File: src/rtl/nsr_pkg.sv
package nsr_pkg;

  typedef enum logic [2:0] {
    OP_ADDR_LO = 3'd0,
    OP_ADDR_HI = 3'd1,
    OP_DATA_LO = 3'd2,
    OP_DATA_WR = 3'd3,
    OP_READ    = 3'd4
  } nsr_op_e;

  typedef struct packed {
    logic       ld_addr_lo;
    logic       ld_addr_hi;
    logic       ld_data_lo;
    logic       commit;
    logic       rd;
    logic       step;
    logic [3:0] nib;
  } nsr_dec_t;

endpackage

File: src/rtl/nsr_cmd_parse.sv
module nsr_cmd_parse
  import nsr_pkg::*;
(
  input  logic       fire,
  input  logic [7:0] cmd_byte,
  output nsr_dec_t   dec
);

  logic [2:0] opc;

  assign opc = cmd_byte[7:5];

  always_comb begin
    dec            = '0;
    dec.nib        = cmd_byte[3:0];
    if (fire) begin
      unique case (opc)
        OP_ADDR_LO: dec.ld_addr_lo = 1'b1;
        OP_ADDR_HI: dec.ld_addr_hi = 1'b1;
        OP_DATA_LO: dec.ld_data_lo = 1'b1;
        OP_DATA_WR: dec.commit     = 1'b1;
        OP_READ: begin
          dec.rd   = 1'b1;
          dec.step = cmd_byte[4];
        end
        default: ;
      endcase
    end
  end

endmodule

File: src/rtl/nsr_addr_stage.sv
module nsr_addr_stage
  import nsr_pkg::*;
#(
  parameter int AW = 8,
  parameter int NW = 4
) (
  input  logic          clk,
  input  logic          rst_n,
  input  nsr_dec_t      dec,
  output logic [AW-1:0] addr,
  output logic [NW-1:0] data_lo
);

  logic [AW-1:0] addr_nxt;
  logic [NW-1:0] data_lo_nxt;
  logic          addr_en;
  logic          data_en;

  assign addr_en = dec.ld_addr_lo | dec.ld_addr_hi | (dec.rd & dec.step);
  assign data_en = dec.ld_data_lo;

  always_comb begin
    addr_nxt    = addr;
    data_lo_nxt = data_lo;
    if (dec.ld_addr_lo) addr_nxt[NW-1:0]  = dec.nib;
    if (dec.ld_addr_hi) addr_nxt[AW-1:NW] = dec.nib;
    if (dec.rd && dec.step) addr_nxt[NW-1:0] = addr[NW-1:0] + 1'b1;
    if (dec.ld_data_lo) data_lo_nxt = dec.nib;
  end

  always_ff @(posedge clk or negedge rst_n) begin
    if (!rst_n) begin
      addr    <= '0;
      data_lo <= '0;
    end else begin
      if (addr_en) addr    <= addr_nxt;
      if (data_en) data_lo <= data_lo_nxt;
    end
  end

endmodule

File: src/rtl/nsr_regbank.sv
module nsr_regbank #(
  parameter int         AW        = 8,
  parameter int         DW        = 8,
  parameter logic [7:0] ID_VALUE  = 8'hA5,
  parameter logic [7:0] ID_ADDR   = 8'h00,
  parameter logic [7:0] TEST_ADDR = 8'h01,
  parameter logic [7:0] GEN_BASE  = 8'h10,
  parameter int         GEN_COUNT = 16
) (
  input  logic          clk,
  input  logic          rst_n,
  input  logic          wr_en,
  input  logic [AW-1:0] addr,
  input  logic [DW-1:0] wr_data,
  output logic [DW-1:0] rd_data
);

  logic [DW-1:0] test_q;
  logic [DW-1:0] gen_q   [GEN_COUNT];
  logic [GEN_COUNT-1:0] gen_hit;
  logic          test_hit;

  assign test_hit = (addr == TEST_ADDR);

  always_ff @(posedge clk or negedge rst_n) begin
    if (!rst_n) test_q <= '0;
    else if (wr_en && test_hit) test_q <= wr_data;
  end

  for (genvar g = 0; g < GEN_COUNT; g++) begin : g_gen
    localparam logic [AW-1:0] GA = AW'(GEN_BASE + g);
    assign gen_hit[g] = (addr == GA);
    always_ff @(posedge clk or negedge rst_n) begin
      if (!rst_n) gen_q[g] <= '0;
      else if (wr_en && gen_hit[g]) gen_q[g] <= wr_data;
    end
  end

  always_comb begin
    rd_data = '0;
    if (addr == ID_ADDR) rd_data = ID_VALUE;
    else if (test_hit) rd_data = test_q;
    else begin
      for (int i = 0; i < GEN_COUNT; i++) begin
        if (gen_hit[i]) rd_data = gen_q[i];
      end
    end
  end

endmodule

File: src/rtl/nsr_rsp_slot.sv
module nsr_rsp_slot #(
  parameter int DW = 8
) (
  input  logic          clk,
  input  logic          rst_n,
  input  logic          load,
  input  logic [DW-1:0] load_data,
  input  logic          rsp_ready,
  output logic          rsp_valid,
  output logic [DW-1:0] rsp_data,
  output logic          can_accept
);

  logic valid_nxt;

  assign can_accept = ~rsp_valid | rsp_ready;
  assign valid_nxt  = load | (rsp_valid & ~rsp_ready);

  always_ff @(posedge clk or negedge rst_n) begin
    if (!rst_n) begin
      rsp_valid <= 1'b0;
      rsp_data  <= '0;
    end else begin
      rsp_valid <= valid_nxt;
      if (load) rsp_data <= load_data;
    end
  end

endmodule

File: src/rtl/nsr_cmd_decoder.sv
module nsr_cmd_decoder
  import nsr_pkg::*;
#(
  parameter logic [7:0] ID_VALUE  = 8'hA5,
  parameter logic [7:0] ID_ADDR   = 8'h00,
  parameter logic [7:0] TEST_ADDR = 8'h01,
  parameter logic [7:0] GEN_BASE  = 8'h10,
  parameter int         GEN_COUNT = 16
) (
  input  logic       clk,
  input  logic       rst_n,
  input  logic       cmd_valid,
  input  logic [7:0] cmd_data,
  output logic       cmd_ready,
  output logic       rsp_valid,
  output logic [7:0] rsp_data,
  input  logic       rsp_ready
);

  localparam int AW = 8;
  localparam int DW = 8;
  localparam int NW = AW / 2;

  logic          rst_meta_n;
  logic          rst_sync_n;
  logic          fire;
  logic          can_accept;
  nsr_dec_t      dec;
  logic [AW-1:0] cur_addr;
  logic [NW-1:0] data_lo;
  logic [DW-1:0] rd_byte;
  logic [DW-1:0] wr_byte;

  always_ff @(posedge clk or negedge rst_n) begin
    if (!rst_n) begin
      rst_meta_n <= 1'b0;
      rst_sync_n <= 1'b0;
    end else begin
      rst_meta_n <= 1'b1;
      rst_sync_n <= rst_meta_n;
    end
  end

  assign cmd_ready = rst_sync_n & can_accept;
  assign fire      = cmd_valid & cmd_ready;
  assign wr_byte   = {dec.nib, data_lo};

  nsr_cmd_parse u_parse (
    .fire     (fire),
    .cmd_byte (cmd_data),
    .dec      (dec)
  );

  nsr_addr_stage #(.AW(AW), .NW(NW)) u_stage (
    .clk     (clk),
    .rst_n   (rst_sync_n),
    .dec     (dec),
    .addr    (cur_addr),
    .data_lo (data_lo)
  );

  nsr_regbank #(
    .AW(AW), .DW(DW), .ID_VALUE(ID_VALUE), .ID_ADDR(ID_ADDR),
    .TEST_ADDR(TEST_ADDR), .GEN_BASE(GEN_BASE), .GEN_COUNT(GEN_COUNT)
  ) u_bank (
    .clk     (clk),
    .rst_n   (rst_sync_n),
    .wr_en   (dec.commit),
    .addr    (cur_addr),
    .wr_data (wr_byte),
    .rd_data (rd_byte)
  );

  nsr_rsp_slot #(.DW(DW)) u_slot (
    .clk        (clk),
    .rst_n      (rst_sync_n),
    .load       (dec.rd),
    .load_data  (rd_byte),
    .rsp_ready  (rsp_ready),
    .rsp_valid  (rsp_valid),
    .rsp_data   (rsp_data),
    .can_accept (can_accept)
  );

endmodule

File: config.mk
export PLATFORM = sky130hd
export DESIGN_NAME = nsr_cmd_decoder
export DESIGN_NICKNAME = d
export VERILOG_FILES = /design/src/rtl/nsr_pkg.sv /design/src/rtl/nsr_cmd_parse.sv /design/src/rtl/nsr_addr_stage.sv /design/src/rtl/nsr_regbank.sv /design/src/rtl/nsr_rsp_slot.sv /design/src/rtl/nsr_cmd_decoder.sv
export SDC_FILE = /design/constraint.sdc
export NUM_CORES = 1
export LEC_CHECK = 0
export BUFFER_PORTS_ARGS = -buffer_cell sky130_fd_sc_hd__buf_2
export CORE_ASPECT_RATIO = 0.6
export CORE_MARGIN = 4
export CORE_UTILIZATION = 53
export CTS_BUF_LIST = sky130_fd_sc_hd__clkbuf_16
export DETAILED_ROUTE_END_ITERATION = 10
export HOLD_SLACK_MARGIN = 0.08
export PLACE_DENSITY_LB_ADDON = 0.15
export SLEW_MARGIN = 10
export SYNTH_ARGS = -nofsm -noshare
export SYNTH_HDL_FRONTEND = slang
export SYNTH_SLANG_ARGS = --single-unit
File: constraint.sdc
create_clock -name clk -period 14.8 [get_ports clk]
set_input_delay 0.74 -clock clk [delete_from_list [all_inputs] [get_ports clk]]
set_output_delay 0.74 -clock clk [all_outputs]
set_load 0.1 [all_outputs]
==> out/metrics.csv <==
stage;metric;value;unit
synthesis;syn_nets;690;
global_routing;antenna_found_initial;0;
timing;setup_tns;0;ns
global_routing;grt_max_degree;70;
placement;io_buffers;21;
synthesis;yosys.area_share.xor_xnor;0.113;%
power;finalPower;0.00117;W
synthesis;ys.flop_type;dfrtp_1;
setup_path;cp-endpoint;u_slot.rsp_data[5];
die;initial_core_util;55.4;%
timing;rsz0062_at_grt;no;
clock_tree;cts_buffers;17;
route;drtIter0Drc;676;
clock_tree;clockRootBuffer;clkbuf_16;
synthesis;syn_area_per_cell;11.5;µm²
synthesis;synth_top_family_by_area;multiplexers;
synthesis;synth_compound_area_share;15.7;%
route;drt-vias-per-instance;6.74;
layout;antenna_cells;0;
setup_path;arrival;4.26;ns
synthesis;synth-edff-count;0;
setup_path;r2r_setup_slack;10.91;ns
clock_tree;cts_tree;done;
synthesis;synth-simple-area-share;9.95;%
route;drtAntennaViolNets;0;
die;coreArea;14000;µm²
die;die_area;16700;µm²
setup_path;reg2reg_to;u_slot.rsp_data[5];
layout;drive_above_1_share;29.5;%
clock_tree;htree_levels;4;
synthesis;seq_area_frac_synth;51.4;%
die;placementRows;33;
setup_path;crit_path_start;u_stage.addr[0];
die;die_w;164;µm
setup_path;rr_worst_depth;8;
clock_tree;cts_num_sinks;159;
layout;final_common_cell;dfrtp_1;
synthesis;synth_mux_area_share;19.1;%
power;leakage;3.92;nW
layout;synthToLayoutAreaGrowth;10.2;%
clock_tree;clkTransAtPathRegs;0.06;ns
job;maxCapViolCount;0;
placement;place_congestion;0.923;
worst_hold_path;hold_path.class;flip-flop to async pin;
layout;nFillCells;1162;
clock_tree;cts_resized;0;
die;io_pins;22;
power;cellPowerDensity;138;nW/µm²
route;wirelength;23000;µm
timing;timing.final.crit_share;26.3;%
timing;worst_pin_slew;1.11;ns
global_routing;track_usage;29.1;%
synthesis;yosys_warnings;0;
power;ir_drop;0.0756;mV
global_routing;overflow;0;
outcome;status;completed;
setup_path;end_kind;flip-flop;
clock_tree;clk_latency;0.43;ns
synthesis;ys_seq_elements;159;
route;drt-pass1-iter-count;6;
timing;period_needed;3.89;ns
clock_tree;postCtsSetupRepairBufs;0;
synthesis;postSynthCellCount;674;
global_routing;grt_pass1_vias;5813;
clock_tree;clk_path_buf_depth;2;
timing;clock.fmax;0.257;GHz
timing;skew;0.0106;ns
setup_path;path_max_fanout;24;
synthesis;synth_fa_ha_area_share;0.647;%
timing;whs;0.245;ns
die;die_y;102;µm
timing;finalHoldViolCount;0;
synthesis;netlist_area;7730;µm²
route;via_count;5942;
route;wl_per_cell;26.1;µm
layout;mostFrequentLayoutCells;dfrtp_1 (158), mux2_2 (130), nand2_1 (53), o21ai_0 (41), a21oi_1 (24);
timing;drv_slew;0;
timing;finalSetupViolCount;0;
setup_path;crit_required;15.16;ns
route;drc_errors;0;
synthesis;synth_cell_types;68;
setup_path;worstSetupPathType;flip-flop to flip-flop;
timing;relSlewSlack;25.9;%
setup_path;r2r_start;u_stage.addr[0];
layout;nets;692;
global_routing;grt_pass1_wl;36500;µm
setup_path;startpoint_type;flip-flop;
synthesis;async_flop_share;100;%
placement;dpl.hpwl;15300;µm
through the flow:
stage | util (%) | std cells | area (µm²) | setup WS (ns)
detailed placement | 57.0 | 848 | 7950 | 11.02
CTS | 61.1 | 881 | 8520 | 10.99
global placement | 57.0 | 848 | 7950 | 11.07
finish | 61.1 | 881 | 8520 | 10.91
floorplan | - | 674 | 7730 | 8.81
global route | 61.1 | 881 | 8520 | 10.71
area by class of cell:
| cell class | instances | area (µm²) | share of cell area [%] |
|---|---|---|---|
| flip-flops and latches | 159 | 3980 | 46.7 |
| multi-input cells | 457 | 3530 | 41.4 |
| clock buffers | 17 | 425 | 4.99 |
| well taps | 192 | 240 | 2.82 |
| repair buffers | 29 | 168 | 1.97 |
| clock inverters | 15 | 138 | 1.61 |
| inverters | 12 | 45.0 | 0.528 |
registers in the layout (all words and copies together), names as in the netlist:
name              count
rst_meta_n            1
u_bank.gen_q        128
u_slot.rsp_data       8
u_slot.rsp_valid      1
u_bank.test_q         8
u_stage.data_lo       4
rst_sync_n            1
u_stage.addr          8
metal layers:
metal	track usage, %	up-vias	share of wire [%]
met4	5.61	0	0.78
li1	-	2548	-
met2	39.9	271	41
met1	47.5	3103	49
met5	0	-	0
met3	5.90	20	8.6
logic make-up (layout without fill, tap and decap cells):
family                   count (synthesis)  after routing
AO/OA/AOI/OAI                          169            169
flip-flops                             159            159
AND/OR/NAND/NOR                        151            151
multiplexers                           131            131
buffers and inverters                   58             73
adder cells (fa/ha/maj)                  4              4
other                                    1              1
XOR/XNOR                                 1              1
timing repair:
action	in CTS	in global routing
endpoints found under the hold margin	2	0
hold buffers	1	0
endpoints found under the setup margin	0	0
worst max-delay path: stages (launching register included):
cell	delay, ns
dfrtp_1	0.43
inv_1	0.14
ha_1	0.91
nor2b_2	0.99
a22oi_1	0.17
o21ai_0	0.27
a221oi_1	0.14
nor3b_1	0.49
o221a_2	0.28
power breakdown:
part           internal (W)  total, W  leakage (nW)  switching, W
clock network      0.000234  0.000424         0.275      0.000190
logic             0.0000685  0.000256          1.47      0.000188
registers          0.000453  0.000494          2.18     0.0000409
total              0.000755   0.00117          3.92      0.000419
cells in the mapped netlist (10+ instances only):
cell | instances | area, µm²
a21oi_1 | 24 | 120
a221oi_1 | 17 | 149
clkbuf_1 | 37 | 139
dfrtp_1 | 159 | 3980
inv_1 | 10 | 37.5
mux2_2 | 130 | 1460
nand2_1 | 53 | 199
nand3_1 | 18 | 90.1
nor2_1 | 23 | 86.3
o21ai_0 | 41 | 205
o22ai_1 | 16 | 100
how the worst min path moves through the flow:
stage                           from                to
final                     rst_sync_n  u_bank.gen_q[88]
after global routing      rst_sync_n  u_bank.gen_q[88]
after CTS                 rst_sync_n  u_bank.gen_q[93]
after detailed placement  rst_sync_n  u_bank.gen_q[93]
after global placement    rst_sync_n  u_bank.gen_q[95]
after floorplan           rst_meta_n        rst_sync_n
Note: power is estimated with default switching activity, not from simulation.
